## src/rtl/mtf_tlb.sv

```systemverilog
module mtf_tlb #(
  parameter int ENTRIES = 8,
  parameter int VPN_W = 20,
  parameter int PFN_W = 20,
  parameter int ASID_W = 8,
  parameter int VMID_W = 8,
  parameter int LEVELS = 4,
  parameter int SZ_STEP = 4,
  parameter int MRU_WIN = 1,
  parameter int CNT_W = 16,
  parameter logic [LEVELS-1:0] PART_MASK = 4'b0110,
  localparam int IDX_W = $clog2(ENTRIES),
  localparam int LVL_W = $clog2(LEVELS)
) (
  input  logic              clk,
  input  logic              rst,
  input  logic              lk_valid,
  input  logic [VPN_W-1:0]  lk_vpn,
  input  logic [ASID_W-1:0] lk_asid,
  input  logic [VMID_W-1:0] lk_vmid,
  input  logic [1:0]        lk_regime,
  input  logic [1:0]        lk_mode,
  input  logic              lk_func,
  output logic              rs_valid,
  output logic              rs_hit,
  output logic [IDX_W-1:0]  rs_idx,
  output logic [PFN_W-1:0]  rs_pfn,
  output logic [LVL_W-1:0]  rs_lvl,
  output logic [1:0]        rs_type,
  input  logic              in_valid,
  input  logic [VPN_W-1:0]  in_vpn,
  input  logic [ASID_W-1:0] in_asid,
  input  logic [VMID_W-1:0] in_vmid,
  input  logic [1:0]        in_regime,
  input  logic              in_global,
  input  logic [1:0]        in_size,
  input  logic [PFN_W-1:0]  in_pfn,
  input  logic [LVL_W-1:0]  in_lvl,
  input  logic [1:0]        in_type,
  input  logic              iv_all,
  input  logic              iv_sel,
  input  logic [VMID_W-1:0] iv_vmid,
  input  logic [1:0]        iv_regime,
  input  logic              iv_use_asid,
  input  logic [ASID_W-1:0] iv_asid,
  output logic [CNT_W-1:0]  cnt_hit_rd,
  output logic [CNT_W-1:0]  cnt_hit_wr,
  output logic [CNT_W-1:0]  cnt_hit_ex,
  output logic [CNT_W-1:0]  cnt_miss_rd,
  output logic [CNT_W-1:0]  cnt_miss_wr,
  output logic [CNT_W-1:0]  cnt_miss_ex,
  output logic [CNT_W-1:0]  cnt_hit_part,
  output logic [CNT_W-1:0]  cnt_inv_req,
  output logic [CNT_W-1:0]  cnt_inv_ent
);

  localparam logic [LVL_W-1:0] LAST = LVL_W'(LEVELS - 1);

  typedef struct packed {
    logic              v;
    logic [VPN_W-1:0]  vpn;
    logic [ASID_W-1:0] asid;
    logic [VMID_W-1:0] vmid;
    logic [1:0]        rg;
    logic              g;
    logic [1:0]        sz;
    logic [PFN_W-1:0]  pfn;
    logic [LVL_W-1:0]  lvl;
    logic [1:0]        ty;
  } slot_t;

  slot_t tbl [ENTRIES];

  logic [ENTRIES-1:0] mv, sm, clr, vld;
  logic               cfound, pfound, hit;
  logic [IDX_W-1:0]   cidx, pidx, hidx;
  logic [LVL_W-1:0]   plvl;
  slot_t              he, ne;
  logic [1:0]         kind, pty;
  logic               in_ok, inv, upd;

  always_comb begin
    for (int i = 0; i < ENTRIES; i++) begin
      logic [VPN_W-1:0] vm;
      vm = VPN_W'({VPN_W{1'b1}} << (SZ_STEP * int'(tbl[i].sz)));
      vld[i] = tbl[i].v;
      mv[i] = tbl[i].v && (((tbl[i].vpn ^ lk_vpn) & vm) == '0) &&
              tbl[i].rg == lk_regime && tbl[i].vmid == lk_vmid &&
              (tbl[i].g || tbl[i].asid == lk_asid);
      sm[i] = tbl[i].v && tbl[i].vmid == iv_vmid && tbl[i].rg == iv_regime &&
              (!iv_use_asid || (!tbl[i].g && tbl[i].asid == iv_asid));
    end
  end

  always_comb begin
    cfound = 1'b0; cidx = '0;
    pfound = 1'b0; pidx = '0; plvl = '0;
    for (int i = 0; i < ENTRIES; i++) begin
      if (!cfound && mv[i] && tbl[i].lvl == LAST) begin
        cfound = 1'b1;
        cidx = IDX_W'(i);
      end
      if (mv[i] && tbl[i].lvl != LAST && (!pfound || tbl[i].lvl >= plvl)) begin
        pfound = 1'b1;
        pidx = IDX_W'(i);
        plvl = tbl[i].lvl;
      end
    end
  end

  assign hit   = lk_valid && (cfound || pfound);
  assign hidx  = cfound ? cidx : pidx;
  assign he    = tbl[hidx];
  assign kind  = (lk_mode == 2'd2) ? 2'b01 : 2'b10;
  assign pty   = ((he.ty & kind) != 2'b00) ? he.ty : 2'b11;
  assign in_ok = in_valid && (in_lvl == LAST || PART_MASK[in_lvl]);
  assign inv   = iv_all || iv_sel;
  assign clr   = iv_all ? vld : sm;
  assign upd   = hit && !lk_func;
  assign ne    = '{v: 1'b1, vpn: in_vpn, asid: in_asid, vmid: in_vmid, rg: in_regime,
                   g: in_global, sz: in_size, pfn: in_pfn, lvl: in_lvl, ty: in_type};

  always_ff @(posedge clk) begin
    if (rst) begin
      for (int i = 0; i < ENTRIES; i++) tbl[i] <= '0;
    end else if (inv) begin
      for (int i = 0; i < ENTRIES; i++)
        if (clr[i]) tbl[i].v <= 1'b0;
    end else if (in_ok) begin
      tbl[0] <= ne;
      for (int i = 1; i < ENTRIES; i++) tbl[i] <= tbl[i-1];
    end else if (upd) begin
      if (int'(hidx) > MRU_WIN) begin
        tbl[0] <= he;
        tbl[0].ty <= pty;
        for (int i = 1; i < ENTRIES; i++)
          if (i <= int'(hidx)) tbl[i] <= tbl[i-1];
      end else begin
        tbl[hidx].ty <= pty;
      end
    end
  end

  always_ff @(posedge clk) begin
    if (rst) begin
      rs_valid <= 1'b0; rs_hit <= 1'b0; rs_idx <= '0;
      rs_pfn <= '0; rs_lvl <= '0; rs_type <= '0;
    end else begin
      rs_valid <= lk_valid;
      rs_hit   <= hit;
      rs_idx   <= hit ? hidx : '0;
      rs_pfn   <= hit ? he.pfn : '0;
      rs_lvl   <= hit ? he.lvl : '0;
      rs_type  <= hit ? (lk_func ? he.ty : pty) : 2'b00;
    end
  end

  always_ff @(posedge clk) begin
    if (rst) begin
      cnt_hit_rd <= '0; cnt_hit_wr <= '0; cnt_hit_ex <= '0;
      cnt_miss_rd <= '0; cnt_miss_wr <= '0; cnt_miss_ex <= '0;
      cnt_hit_part <= '0; cnt_inv_req <= '0; cnt_inv_ent <= '0;
    end else begin
      if (lk_valid && !lk_func) begin
        if (hit) begin
          if (lk_mode == 2'd2) cnt_hit_ex <= cnt_hit_ex + 1'b1;
          else if (lk_mode == 2'd1) cnt_hit_wr <= cnt_hit_wr + 1'b1;
          else cnt_hit_rd <= cnt_hit_rd + 1'b1;
          if (he.lvl != LAST) cnt_hit_part <= cnt_hit_part + 1'b1;
        end else begin
          if (lk_mode == 2'd2) cnt_miss_ex <= cnt_miss_ex + 1'b1;
          else if (lk_mode == 2'd1) cnt_miss_wr <= cnt_miss_wr + 1'b1;
          else cnt_miss_rd <= cnt_miss_rd + 1'b1;
        end
      end
      if (inv) begin
        cnt_inv_req <= cnt_inv_req + 1'b1;
        cnt_inv_ent <= cnt_inv_ent + CNT_W'($countones(clr));
      end
    end
  end

  logic [VPN_W-1:0] hit_vpn;
  logic [PFN_W-1:0] hit_pfn;
  assign hit_vpn = he.vpn;
  assign hit_pfn = he.pfn;


  inv_all_chk: assert property (@(posedge clk) disable iff (rst)
    iv_all |=> (vld == '0));


  ins_front_chk: assert property (@(posedge clk) disable iff (rst)
    (!$past(rst) && in_ok && !inv) |=> (tbl[0].v && tbl[0].vpn == $past(in_vpn) && tbl[0].pfn == $past(in_pfn)));


  mtf_front_chk: assert property (@(posedge clk) disable iff (rst)
    (!$past(rst) && upd && int'(hidx) > MRU_WIN && !in_ok && !inv)
      |=> (tbl[0].vpn == $past(hit_vpn) && tbl[0].pfn == $past(hit_pfn)));


  func_cnt_chk: assert property (@(posedge clk) disable iff (rst)
    (!$past(rst) && lk_valid && lk_func && !inv) |=>
      ($stable(cnt_hit_rd) && $stable(cnt_hit_wr) && $stable(cnt_hit_ex) &&
       $stable(cnt_miss_rd) && $stable(cnt_miss_wr) && $stable(cnt_miss_ex) &&
       $stable(cnt_hit_part)));


  rs_hit_chk: assert property (@(posedge clk) disable iff (rst)
    rs_hit |-> rs_valid);

endmodule

```

## config.mk

```make
export PLATFORM = sky130hd
export DESIGN_NAME = mtf_tlb
export DESIGN_NICKNAME = d
export VERILOG_FILES = /design/src/rtl/mtf_tlb.sv
export SDC_FILE = /design/constraint.sdc
export NUM_CORES = 2
export LEC_CHECK = 0
export BUFFER_PORTS_ARGS = -buffer_cell sky130_fd_sc_hd__buf_2
export CORE_UTILIZATION = 66
export CTS_BUF_LIST = sky130_fd_sc_hd__clkbuf_16
export CTS_CLUSTER_DIAMETER = 150
export DETAILED_ROUTE_END_ITERATION = 12
export GPL_TIMING_DRIVEN = 1
export PLACE_DENSITY = 0.9
export SLEW_MARGIN = 0
export SYNTH_ARGS = -nofsm -noshare
export SYNTH_HDL_FRONTEND = slang
export SYNTH_SLANG_ARGS = --single-unit
```

## constraint.sdc

```tcl
create_clock -name clk -period 41.3 [get_ports clk]
set_clock_uncertainty 0.2 [all_clocks]
set_input_delay 4.13 -clock clk [delete_from_list [all_inputs] [get_ports clk]]
set_output_delay 4.13 -clock clk [all_outputs]
set_load 0.005 [all_outputs]
```

## After elaboration in Yosys (flattened, before gate mapping)

Memory sizes are Yosys's and may differ from the RTL's.
Index checks and enable logic that the tools add are counted.

- Flip-flop bits (word level): 173
- Latch bits: 0
- Memory bits (writable): 528
- ROM bits: 0
- Input bits: 131
- Output and inout bits: 173
- Word-level logic and storage cells: 538
- Memories kept: 1

Memory list:

| name | depth | bits a word | rd ports | clocked after Yosys merged registers in | wr ports | RTL line | RTL |
|---|---|---|---|---|---|---|---|
| tbl | 8 | 66 | 9 | 0 | 8 | 72 | `slot_t tbl [ENTRIES];` |

- Add/subtract/negate cells: 16
- Multiply operators: 0
- Div/mod/pow operators: 0
- $lt $le $gt $ge: 16
- Eq/ne operators: 68
- Shifts and indexed selects: 8
- Muxes and demuxes: 187
- Bitwise gates (word level): 61
- Reduce and logical (&&, ||, !) cells: 166

Operators by type and width:

| operator | number |
|---|---|
| two-way mux 65 bit | 16 |
| equality test 8 bit | 32 |
| AND 20 bit | 8 |
| zero test 20 bit | 8 |
| << shifter 20 x 4 -> 20 bit (first input constant) | 8 |
| bitwise XOR 20 bit | 8 |
| two-way mux 1 bit | 142 |
| adder 16 x 1 -> 16 bit (second input constant) | 8 |
| logical AND 1 bit | 98 |
| two-way mux 66 bit | 1 |
| OR reduction 66 bit | 1 |
| two-way mux 3 bit | 15 |
| bitwise OR 1 bit | 41 |
| equality test 2 bit | 16 |
| logical OR 1 bit | 26 |
| zero test 1 bit | 24 |
| two-way mux 2 bit | 11 |
| equality test 2 bit (second input constant) | 10 |
| != test 2 bit (second input constant) | 9 |
| adder 16 x 4 -> 16 bit | 1 |
| AND reduction 4 bit | 4 |
| >= comparator 2 bit | 7 |
| less-or-equal comparator 3 bit (first input constant) | 4 |
| AND reduction 3 bit | 3 |
| 14 further kinds | 21 |

## Longest topological paths before layout

An unclocked memory read counts as a cell.

- Word-level depth: 49
- Gate-level depth with buffers: 59
- Gate-level depth less buffers: 55

## Worst setup path before layout

OpenSTA, ideal clock, no wires.

- Path type: input to register
- Start: input lk_vmid[5]
- End: memory tbl[4][65] (netlist bit) (enable)
- Library setup time: 313 ps
- Data arrival time: 18298 ps
- Data required time: 40787 ps
- Slack: 22489 ps
- Stages on the path: 50
- Path buffers: 2
- Cells stage by stage: buf_2 xnor2_1 nand4_1 or4_1 or3_1 nor2_1 and2_1 ha_1 nand2b_1 a21oi_1 a211oi_1 mux2_2 ha_1 nand2b_1 a21oi_1 a21oi_1 inv_1 mux2_2 [14 not listed] a21o_1 o21ai_0 o21ai_0 ha_1 nand2b_1 a21oi_1 a21o_1 mux2_2 ha_1 nand2b_1 a221oi_1 nor2_1 nor4_2 nand3b_4 o31ai_2 clkbuf_1 o21ai_0 nand2b_1

RTL lines:

| item | RTL line | RTL |
|---|---|---|
| start: declaration | 20 | `input logic [VMID_W-1:0] lk_vmid,` |
| end: declaration | 72 |  |

==> run summary <==
Pwr per Cell Area: 39.6 nW/um^2
Critical Path Stages: 53
Via density: 6.45
crit start category: primary input
Synth Area in XOR/XNOR: 12.5%
synthesis warning total: 0
WP buf/inv: 8
DP Cell Count: 4570
DPL Wire Length: 78500 microns
synthesized flop and latch total: 701
post-layout util: 74.3%
Post-Syn Area: 38500 sq um
synthesized area per cell: 10.4 sq um
adder-cell area share of the yosys netlist: 1.24%
Final Hold Fails: 0
Final Max Tran Viols: 0
internal power: 1.26 mW
GR Util All Layers: 39.2%
Post CTS Setup Buffer Count: 0
Net Switching: 0.444 mW
clock share of power: 40.7%
Vias: 30400
Synth cell types: 86
total negative slack: 0 ns
FFs w/ async S/R, synth: 0%
worst r2r path cells: 52
cell mode on critical path: ha_1
RSZ-0062 raised after global routing: false
TritonCTS Buffers: 73
io pins: 304
Largest delay share family, worst path: compound AO/OA/AOI/OAI gates
critical path type: in2reg
largest family of logic cells by synthesized area: simple AND/OR/NAND/NOR gates
Synth area leaders: edfxtp_1 41%, dfxtp_1 9.0%, and2_1 6.9%
CP Capture Type: flop
period utilisation layout: 44.2%
initial core utilization: 66.7%
CTS H-tree lvls: 3
Worst-path clk slew: 0.07 ns
min Tclk post-route: 18.26 ns
post-route ant nets: 0
Synth Area in Compound Gates: 8.79%
Worst Path Arrival: 18.38 ns
Seq pwr share: 49.1%
Net Sw Frac: 26.2%
first-pass iteration count of the detailed router: 7
CP Capture Point: tbl[1][23]$_SDFFCE_PN0P_
drt drc: 0
fraction of the mapped netlist area in simple logic gates: 21.1%
nets@finish: 4046
clock sinks: 701
Hold WC Path Type: reg2reg
DR WL/cell: 25.0 microns
Worst R2R End: tbl[1][23]$_SDFFCE_PN0P_
drt total wl: 118000 microns
largest area contributor in the netlist: edfxtp_1
Setup Viol. Count Final: 0
slowest CP cell: buf_4
Post-synth top cells: 528 x edfxtp_1, 423 x and2_1, 290 x xor2_1
# rows: 88
Top FF cell, synth: edfxtp_1
Fmax: 54.8 MHz
mux cell area share after synthesis: 3.10%
CORE AREA: 57700 sq um
Seq/Total Area, Yosys: 50.2%
largest net degree at the start of global routing: 158
Die Footprint: 59300 sq um
Max-slew headroom: 5.03%
worst hold stages: 2
worst vdd ir: 0.0362 mV
CP max stage delay: 0.71 ns
share of cells above drive strength 1: 12.9%
count leader, synth: edfxtp_1
Comb power frac: 10.2%
CP Max Fanout: 62
CTS tree: built
Yosys top cell area share: 41.2%
clk root buf: clkbuf_16
vias in the first global route: 29900
hold_ws: 0.301 ns
Max Root-Sink Buffers: 3
max_cap viols: 0
Leak Pwr: 16.7 nW
Syn Inst Count: 3695
status: finished clean
worst-skew pair later-pin latency: 0.65 ns
Post-synth EDFFs: 528
Non-Filler Instances: 4713
hold buffer count at cts: 0
Die Height: 243 microns
Syn-to-layout area delta: 11.4%
CP startpoint: lk_regime[1]
reg-to-reg slack, setup: 26.29 ns
die width: 243 microns
Port Buffer Count: 303
post_cts resized: 0
initial antenna violation count: 13
first-pass GRT wire length: 177000 microns
drt initial violations: 3404
Post-Syn Nets: 3861
gr ovfl total: 0
Crit path required time: 41.42 ns
worst reg2reg startpoint: tbl[0][28]$_DFFE_PP_
Worst Tran Pin Value: 1.41 ns
GP Congestion: 1.07
fillcell total: 3795
-- layout by cell type (no fill, tap or decap), types with 9 or more instances in the layout --
cell type,n
edfxtp_1,528
and2_1,423
buf_2,302
xor2_1,290
xnor2_1,261
nand2_1,259
nor2_1,200
dfxtp_1,173
o21ai_0,155
a21oi_1,148
nor2b_1,142
a211oi_1,110
mux2i_1,109
nand3_1,98
nand4_1,92
clkbuf_16,75
inv_1,64
nor4_1,63
nor3_1,40
or3_1,39
and3_1,34
ha_1,30
buf_4,29
nand2b_1,19
a21o_1,15
clkinv_2,15
and4_1,14
clkinv_1,12
nor4b_1,10
or4_1,9
bufinv_16,9
-- worst min path at each step --
stage / from / slack (ns) / end
floorplan: cnt_inv_ent[1]$_SDFFE_PP0N_ / 0.26 / cnt_inv_ent[1]$_SDFFE_PP0N_
global placement: cnt_inv_ent[3]$_SDFFE_PP0N_ / 0.26 / cnt_inv_ent[3]$_SDFFE_PP0N_
detailed placement: cnt_inv_ent[3]$_SDFFE_PP0N_ / 0.29 / cnt_inv_ent[3]$_SDFFE_PP0N_
CTS: cnt_inv_req[1]$_SDFFE_PP0N_ / 0.30 / cnt_inv_req[1]$_SDFFE_PP0N_
global route: cnt_hit_rd[10]$_SDFFE_PP0P_ / 0.33 / cnt_hit_rd[10]$_SDFFE_PP0P_
finish: cnt_inv_req[1]$_SDFFE_PP0N_ / 0.30 / cnt_inv_req[1]$_SDFFE_PP0N_
-- power by group through the flow --
| stage | Clock, mW | Combinational, mW | Sequential, mW |
|---|---|---|---|
| 3_5_place_dp | 0 | 0.165 | 0.846 |
| 2_1_floorplan | 0 | 0.115 | 0.834 |
| 5_1_grt | 0.718 | 0.184 | 0.837 |
| 3_3_place_gp | 0 | 0.160 | 0.845 |
| 6_report | 0.692 | 0.173 | 0.835 |
| 4_1_cts | 0.693 | 0.169 | 0.832 |
-- sequential cells by signal, summed over array words and instances (netlist names) --
| name | cells |
|---|---|
| cnt_hit_part | 16 |
| cnt_miss_rd | 16 |
| tbl | 528 |
| cnt_inv_req | 16 |
| rs_valid | 1 |
| cnt_hit_wr | 16 |
| cnt_miss_ex | 16 |
| cnt_hit_ex | 16 |
| rs_type | 2 |
| rs_hit | 1 |
| cnt_hit_rd | 16 |
| cnt_miss_wr | 16 |
| cnt_inv_ent | 16 |
| rs_idx | 3 |
| rs_lvl | 2 |
| rs_pfn | 20 |
-- through the flow --
step | setup WS, ns | cell area [sq um] | power [mW]
after floorplan | 22.49 | 38500 | 0.949
after global placement | 23.04 | 40400 | 1.01
after detailed placement | 22.76 | 40400 | 1.01
after CTS | 23.34 | 42900 | 1.69
after global routing | 22.39 | 42900 | 1.74
final | 23.04 | 42900 | 1.70
-- cell type report --
type | count | area (sq um) | share of cell area (%)
Inverter | 60 | 225 | 0.525
Tap cell | 765 | 957 | 2.23
Clock buffer | 75 | 1880 | 4.38
Timing Repair Buffer | 332 | 1750 | 4.08
Antenna cell | 8 | 20.0 | 0.0467
Clock inverter | 60 | 618 | 1.44
Sequential cell | 701 | 19300 | 45.1
Multi-Input combinational cell | 2712 | 18100 | 42.2
-- kinds of logic (layout without fill, tap and decap cells) --
| family | count (synthesis) | after routing |
|---|---|---|
| AND/OR/NAND/NOR | 1482 | 1482 |
| flip-flops | 701 | 701 |
| XOR/XNOR | 551 | 551 |
| AO/OA/AOI/OAI | 526 | 526 |
| buffers and inverters | 282 | 527 |
| multiplexers | 118 | 118 |
| adder cells (fa/ha/maj) | 35 | 35 |
| other | 0 | 8 |
-- tightest hold or removal path, stage by stage, from the launching register on --
cell and delay (ns):
dfxtp_1 0.34, nand2_1 0.07, a21oi_1 0.05
-- metal layers --
metal / part of all wire, % / GRT usage (%) / routed length, microns
met2: 47 / 62.0 / 54800
met5: 0.066 / 0 / 78
met1: 37 / 49.7 / 43600
met3: 11 / 8.78 / 12500
met4: 5.8 / 22.4 / 6780
No activity file was read; power rests on OpenSTA's default activity.
